===== src/rtl/tlbp_pkg.sv =====
package tlbp_pkg;
    parameter int VA_W   = 32;
    parameter int OFS_W  = 12;
    parameter int ASID_W = 8;
    parameter int PFN_W  = 20;

    localparam int VPN2_W = VA_W - OFS_W - 1;
    localparam int PA_W   = PFN_W + OFS_W;

    typedef enum logic [1:0] {
        RES_HIT     = 2'd0,
        RES_MISS    = 2'd1,
        RES_INVALID = 2'd2,
        RES_MODIFY  = 2'd3
    } res_e;

    typedef struct packed {
        logic [VPN2_W-1:0] vpn2;
        logic [ASID_W-1:0] asid;
        logic              glob;
        logic [PFN_W-1:0]  pfn_even;
        logic              v_even;
        logic              d_even;
        logic [PFN_W-1:0]  pfn_odd;
        logic              v_odd;
        logic              d_odd;
    } entry_t;
endpackage


===== src/rtl/tlbp_store.sv =====
module tlbp_store
    import tlbp_pkg::*;
#(
    parameter int N     = 16,
    parameter int IDX_W = 4
) (
    input  logic                 clk,
    input  logic                 rst_n,
    input  logic                 wr_en_i,
    input  logic [IDX_W-1:0]     wr_idx_i,
    input  entry_t               wr_entry_i,
    output entry_t [N-1:0]       ents_o
);
    entry_t [N-1:0] ents_d, ents_q;

    always_comb begin
        ents_d = ents_q;
        if (wr_en_i && (int'(wr_idx_i) < N)) begin
            ents_d[wr_idx_i] = wr_entry_i;
        end
    end

    always_ff @(posedge clk) begin
        if (!rst_n) begin
            ents_q <= '0;
        end else begin
            ents_q <= ents_d;
        end
    end

    assign ents_o = ents_q;
endmodule


===== src/rtl/tlbp_match.sv =====
module tlbp_match
    import tlbp_pkg::*;
#(
    parameter int N     = 16,
    parameter int IDX_W = 4
) (
    input  entry_t [N-1:0]      ents_i,
    input  logic [VPN2_W-1:0]   vpn2_i,
    input  logic [ASID_W-1:0]   asid_i,
    output logic                any_o,
    output logic [IDX_W-1:0]    idx_o,
    output entry_t              sel_o
);
    logic [N-1:0] hit_vec;

    for (genvar g = 0; g < N; g++) begin : g_cmp
        logic occupied;
        logic tag_eq;
        logic space_ok;
        assign occupied = ents_i[g].v_even | ents_i[g].v_odd;
        assign tag_eq   = (ents_i[g].vpn2 == vpn2_i);
        assign space_ok = ents_i[g].glob | (ents_i[g].asid == asid_i);
        assign hit_vec[g] = occupied & tag_eq & space_ok;
    end

    always_comb begin
        any_o = 1'b0;
        idx_o = '0;
        for (int i = N - 1; i >= 0; i--) begin
            if (hit_vec[i]) begin
                any_o = 1'b1;
                idx_o = IDX_W'(i);
            end
        end
    end

    assign sel_o = ents_i[idx_o];
endmodule


===== src/rtl/tlbp_resolve.sv =====
module tlbp_resolve
    import tlbp_pkg::*;
(
    input  logic              any_i,
    input  entry_t            sel_i,
    input  logic              odd_i,
    input  logic [OFS_W-1:0]  ofs_i,
    input  logic              write_i,
    output res_e              code_o,
    output logic [PA_W-1:0]   paddr_o,
    output logic              rperm_o,
    output logic              wperm_o
);
    logic [PFN_W-1:0] pfn;
    logic             half_v;
    logic             half_d;

    always_comb begin
        pfn    = odd_i ? sel_i.pfn_odd : sel_i.pfn_even;
        half_v = odd_i ? sel_i.v_odd   : sel_i.v_even;
        half_d = odd_i ? sel_i.d_odd   : sel_i.d_even;

        if (!any_i) begin
            code_o = RES_MISS;
        end else if (!half_v) begin
            code_o = RES_INVALID;
        end else if (write_i && !half_d) begin
            code_o = RES_MODIFY;
        end else begin
            code_o = RES_HIT;
        end

        if (code_o == RES_HIT) begin
            paddr_o = {pfn, ofs_i};
            rperm_o = 1'b1;
            wperm_o = half_d;
        end else begin
            paddr_o = '0;
            rperm_o = 1'b0;
            wperm_o = 1'b0;
        end
    end
endmodule


===== src/rtl/tlbp_top.sv =====
module tlbp_top
    import tlbp_pkg::*;
#(
    parameter int NUM_ENTRIES = 16,
    localparam int IDX_W = (NUM_ENTRIES > 1) ? $clog2(NUM_ENTRIES) : 1
) (
    input  logic                  clk,
    input  logic                  rst_n,
    input  logic                  lk_valid,
    input  logic [VA_W-1:0]       lk_vaddr,
    input  logic [ASID_W-1:0]     lk_asid,
    input  logic                  lk_write,
    input  logic                  wr_en,
    input  logic [IDX_W-1:0]      wr_index,
    input  logic [VPN2_W-1:0]     wr_vpn2,
    input  logic [ASID_W-1:0]     wr_asid,
    input  logic                  wr_global,
    input  logic [PFN_W-1:0]      wr_pfn_even,
    input  logic                  wr_v_even,
    input  logic                  wr_d_even,
    input  logic [PFN_W-1:0]      wr_pfn_odd,
    input  logic                  wr_v_odd,
    input  logic                  wr_d_odd,
    output logic                  rs_valid,
    output logic [1:0]            rs_code,
    output logic [PA_W-1:0]       rs_paddr,
    output logic                  rs_rperm,
    output logic                  rs_wperm,
    output logic                  rs_match,
    output logic [IDX_W-1:0]      rs_index
);
    typedef struct packed {
        logic             valid;
        res_e             code;
        logic [PA_W-1:0]  paddr;
        logic             rperm;
        logic             wperm;
        logic             match;
        logic [IDX_W-1:0] index;
    } out_t;

    entry_t                    wr_entry;
    entry_t [NUM_ENTRIES-1:0]  ents;
    logic                      m_any;
    logic [IDX_W-1:0]          m_idx;
    entry_t                    m_sel;
    res_e                      r_code;
    logic [PA_W-1:0]           r_paddr;
    logic                      r_rperm;
    logic                      r_wperm;
    out_t                      out_d, out_q;

    always_comb begin
        wr_entry          = '0;
        wr_entry.vpn2     = wr_vpn2;
        wr_entry.asid     = wr_asid;
        wr_entry.glob     = wr_global;
        wr_entry.pfn_even = wr_pfn_even;
        wr_entry.v_even   = wr_v_even;
        wr_entry.d_even   = wr_d_even;
        wr_entry.pfn_odd  = wr_pfn_odd;
        wr_entry.v_odd    = wr_v_odd;
        wr_entry.d_odd    = wr_d_odd;
    end

    tlbp_store #(.N(NUM_ENTRIES), .IDX_W(IDX_W)) u_store (
        .clk        (clk),
        .rst_n      (rst_n),
        .wr_en_i    (wr_en),
        .wr_idx_i   (wr_index),
        .wr_entry_i (wr_entry),
        .ents_o     (ents)
    );

    tlbp_match #(.N(NUM_ENTRIES), .IDX_W(IDX_W)) u_match (
        .ents_i (ents),
        .vpn2_i (lk_vaddr[VA_W-1:OFS_W+1]),
        .asid_i (lk_asid),
        .any_o  (m_any),
        .idx_o  (m_idx),
        .sel_o  (m_sel)
    );

    tlbp_resolve u_resolve (
        .any_i   (m_any),
        .sel_i   (m_sel),
        .odd_i   (lk_vaddr[OFS_W]),
        .ofs_i   (lk_vaddr[OFS_W-1:0]),
        .write_i (lk_write),
        .code_o  (r_code),
        .paddr_o (r_paddr),
        .rperm_o (r_rperm),
        .wperm_o (r_wperm)
    );

    always_comb begin
        out_d       = out_q;
        out_d.valid = lk_valid;
        if (lk_valid) begin
            out_d.code  = r_code;
            out_d.paddr = r_paddr;
            out_d.rperm = r_rperm;
            out_d.wperm = r_wperm;
            out_d.match = m_any;
            out_d.index = m_any ? m_idx : '0;
        end
    end

    always_ff @(posedge clk) begin
        if (!rst_n) begin
            out_q      <= '0;
            out_q.code <= RES_MISS;
        end else begin
            out_q <= out_d;
        end
    end

    assign rs_valid = out_q.valid;
    assign rs_code  = out_q.code;
    assign rs_paddr = out_q.paddr;
    assign rs_rperm = out_q.rperm;
    assign rs_wperm = out_q.wperm;
    assign rs_match = out_q.match;
    assign rs_index = out_q.index;
endmodule


===== config.mk =====
export PLATFORM = sky130hd
export DESIGN_NAME = tlbp_top
export DESIGN_NICKNAME = d
export VERILOG_FILES = /design/src/rtl/tlbp_pkg.sv /design/src/rtl/tlbp_store.sv /design/src/rtl/tlbp_match.sv /design/src/rtl/tlbp_resolve.sv /design/src/rtl/tlbp_top.sv
export SDC_FILE = /design/constraint.sdc
export NUM_CORES = 2
export LEC_CHECK = 0
export BUFFER_PORTS_ARGS = -buffer_cell sky130_fd_sc_hd__buf_2
export CAP_MARGIN = 25
export CORE_MARGIN = 2
export CORE_UTILIZATION = 50
export DETAILED_ROUTE_END_ITERATION = 6
export MAX_ROUTING_LAYER = met4
export PLACE_DENSITY = 0.62
export SYNTH_ARGS = -nofsm -noshare
export SYNTH_HDL_FRONTEND = slang
export SYNTH_HIERARCHICAL = 1
export SYNTH_SLANG_ARGS = --single-unit

===== constraint.sdc =====
create_clock -name clk -period 8.1 [get_ports clk]
set_clock_uncertainty 0.15 [all_clocks]
set_input_delay 1.215 -clock clk [delete_from_list [all_inputs] [get_ports clk]]
set_output_delay 1.215 -clock clk [all_outputs]
set_load 0.02 [all_outputs]

Yosys cells after proc, flatten, opt, wreduce, memory -nomap -nowiden. Index checks and enable logic that the tools add are counted.

Add/sub/neg operators: 0. Multipliers: 0. Equal/unequal tests: 32. Reduce and logical (&&, ||, !) cells: 4. Div/mod/pow operators: 0. Shifts and indexed selects: 0. Bitwise operators: 64. Multiplexer cells: 47. Magnitude comparators: 3.

Operators by type and width (count): $bwmux 1152 (1); $eq 19x19->1 (16); $bmux 72 s4 (1); $demux 72 s4 (1); $eq 8x8->1 (16); $mux 72 (1); $mux 4 (17); $mux 44 (1); $and 1x1->1 (32); $mux 32 (1); $or 1x1->1 (32); $mux 1 (20); $mux 20 (1); $lt 4x5->1 const B (2); $mux 2 (3); $ge 4x1->1 const B (1); $logic_and 1x1->1 (2); $logic_not 2->1 (1); $logic_not 1->1 (1).

Bits in latches: 0. Memories kept: 0. Input bits: 121. RAM bits: 0. Output and inout port bits: 42. Bits in read-only memories: 0. Flip-flop bits (word level): 1194.

Longest topological paths before layout.
Word-level depth: 29. Gate-level depth with buffers: 23. Mapped depth without buffers: 15.

Cells and area by module. The synthesis kept the hierarchy.

By module, submodules not included: tlbp_store (instances 1, area each 40910.5 um^2, cells each 3882); tlbp_match (instances 1, area each 17713.2 um^2, cells each 2424); tlbp_top (instances 1, area each 1616.6 um^2, cells each 139); tlbp_resolve (instances 1, area each 589.3 um^2, cells each 74).

Least setup slack after synthesis. OpenSTA, ideal clock, no wires.

Kind: input-to-reg. Start: input port lk_asid[1]. End: register out_q (netlist bit rs_paddr[10]). Slack: 2.724 ns. Arrival: 5.110 ns. Buffers on the path: 6. Stages on the path: 21. Cells stage by stage: buf_2 buf_6 xor2_1 nor4_1 a21oi_1 nor4_1 a21oi_1 o21a_1 buf_2 nand3_2 buf_6 buf_6 mux2_4 a2111oi_0 or3b_1 nor2b_1 o32ai_4 buf_6 and3_1 mux2i_1 nor2b_1.

RTL lines: start, declared (RTL line tlbp_top.sv:11) `input logic [ASID_W-1:0] lk_asid,`; end signal, assigned (RTL line tlbp_top.sv:114) `out_q <= out_d;`; end, declared (RTL line tlbp_top.sv:51) `out_t out_d, out_q;`.

==> metrics.md <==
| Metric | Value |
|---|---|
| Status | completed |
| Slew @ Worst Pin | 1.12 ns |
| R2R cell count | 16 |
| First-pass GRT wire length | 270000 um |
| Routed len/inst | 24.4 um |
| CP max stage delay | roughly 0.64 ns |
| DIE WIDTH | 341 um |
| Gr ovfl total | 0 |
| 1st-iter DRT viols | 3815 |
| DRC viols | 0 |
| Commonest cells after routing, fill and taps aside | mux2i_1, nand2_1, dfxtp_1 |
| Max Cap Viol | 0 |
| WS Path Type | in -> reg |
| Final Max Slew Viols | 0 |
| Core area | 0.112 mm^2 |
| R2R Path End | rs_paddr[19]$_SDFFE_PN0P_ |
| Critical Path Most Common Cell | buf_4 |
| Warning count from the yosys run | 6 |
| Crit path cell chain | buf_2 > xor2_1 > nor4_1 > a21oi_1 > or3_1 > a211oi_1 > o311ai_4 > nand3_4 > buf_4 > buf_4 > mux2_4 > a2111oi_0 > or3b_1 > mux2_2 > and3_1 > mux2i_1 > nor2b_1 |
| Post-route cell area | a little over 0.06 mm^2 |
| Cells after synthesis | around 6000 |
| Worst-path clk slew | 0.06 ns |
| Layout fillers | 10000 |
| RePlAce Congestion | 0.980 |
| WHS | about 0.30 ns |
| Worst hold path depth | 2 |
| Cell Count, Final, Fillers Out | 7389 |
| Die H | 341 um |
| LEAKAGE | ~26 nW |
| Min-delay src | u_store/ents_o[1119]$_SDFFE_PN0P_ |
| Starting Density | 0.504 |
| Max VDD drop | 0.187 mV |
| Post-route ant nets | 0 |
| Crit. End Element | register |
| Post-DR vias/cell | 5.93 |
| R2R setup slack | 2.25 ns |
| Setup crit start kind | primary input |
| TritonCTS buffer count | 133 |
| FP Rows | ~120 |
| TritonCTS Sinks | around 1200 |
| Final TNS setup | 0 ns |
| Placed cells | 7155 |
| Min Clock Period, post-route | between 6 and 7 ns |
| Area Overhead vs Synth | 9.66% |
| Worst Path Required | 8.59 ns |
| Critical-path maximum fanout | 37 |
| FF-to-FF Start | u_store/ents_o[1059]$_SDFFE_PN0P_ |
| Power, Total | 0.0128 W |
| Max-slew headroom | 0.250 |
| Mean post-synth cell area | 9.50 um^2 |
| Pwr Density | 206 mW/mm^2 |
| Commonest non-fill, non-tap cell in the layout | mux2i_1 |
| Unrepaired setup endpoints after global routing | no |
| H-Tree Depth | 4 |
| Proportion of layout cells with a drive suffix above 1 | 0.101 |
| Post-DP HPWL | between 100000 and 150000 um |
| Die footprint | 0.116 mm^2 |
| Hold Path Class | reg -> reg |
| Vias | 43800 |
| CP arrival | ~6.9 ns |
| Buf+Inv Stages, Crit Path | 3 |
| Total track usage | 0.310 |
| Post-CTS Setup Bufs | 0 |
| Placed cell areas | 0.0577 mm^2 |
| TritonCTS clock tree | done |
| Area of the mapped netlist | 0.0567 mm^2 |
| Clock Tree Root | clkbuf_16 |
| Vias in the first global route | ~43000 |
| Final hold vios | 0 |
| Worst skew pair latency | ~0.76 ns |
| CP top delay family | simple AND/OR/NAND/NOR gates |
| Total wire length | 180000 um |
| DR pass1 iterations | 5 |
| Largest net degree at the start of global routing | 194 |
| Final setup violation count | 0 |
| WHS Endpoint | u_store/ents_o[1119]$_SDFFE_PN0P_ |
| PostCTS Resize Cnt | 0 |
| Final clock period utilization by the worst path | 0.796 |
| Syn_nets | 6084 |
| Buffers added on ports | 162 |
| Max Fclk | 0.155 GHz |
| CTS Buffer Depth | 3 |
| CP max stage cell | a211oi_1 |
| Nets | approximately 5900 |
| Initial antenna violation count | 0 |
| I/O pins | roughly 160 |
| CTS Hold Bufs | 0 |
[through the flow]
step | setup slack (ns) | util
after floorplan | 2.76 | -
after global placement | 1.04 | 0.512
after detailed placement | 0.995 | 0.513
after CTS | 1.78 | 0.552
after global routing | 1.45 | 0.552
final | 1.66 | 0.552
[where the power goes]
part	leakage [nW]	total [W]	switching, W	internal, W
Clock	2.14	0.00606	0.00250	0.00356
Combinational	14.4	0.000760	0.000535	0.000225
Sequential	9.64	0.00599	0.0000440	0.00595
[area by class of cell]
class                      instances  area (um^2)  share of cell area
antenna                            1         2.50           0.0000403
timing repair buffer             286         2010              0.0323
clock buffer                     194         3930              0.0633
sequential                      1194        23900               0.385
clock inverter                    37          418             0.00673
inverter                           6         22.5            0.000363
tap                             1500         1880              0.0302
multi-input combinational       4171        30000               0.482
[registers in the layout (all words and copies together), names as in the netlist]
signal and count:
u_store/ents_o 1152, rs_paddr 32, rs_index 4, rs_rperm 1, rs_match 1, rs_valid 1
rs_wperm 1, rs_code 2
[tightest hold or removal path, stage by stage, from the launching register on]
cell	delay [ns]
dfxtp_1	0.30
nand2_1	0.05
mux2i_1	0.05
[how the worst max path moves through the flow]
stage	end	startpoint	cells after the start
final	rs_paddr[19]$_SDFFE_PN0P_	lk_asid[3]	17
after global routing	rs_paddr[19]$_SDFFE_PN0P_	lk_asid[7]	17
after CTS	rs_paddr[19]$_SDFFE_PN0P_	lk_asid[1]	18
after global placement	rs_paddr[19]$_SDFFE_PN0P_	lk_asid[1]	18
after detailed placement	rs_paddr[19]$_SDFFE_PN0P_	lk_asid[1]	18
after floorplan	rs_paddr[10]$_SDFFE_PN0P_	lk_asid[1]	20
[metal layers]
layer | routed length (um) | part of all wire | global-route usage
met1 | 79700 | 0.44 | 0.404
met2 | 83200 | 0.46 | 0.491
met3 | 10600 | 0.059 | 0.0397
met4 | 6790 | 0.038 | 0.118
met5 | 0 | 0 | -
(Power assumes the default switching activity.)
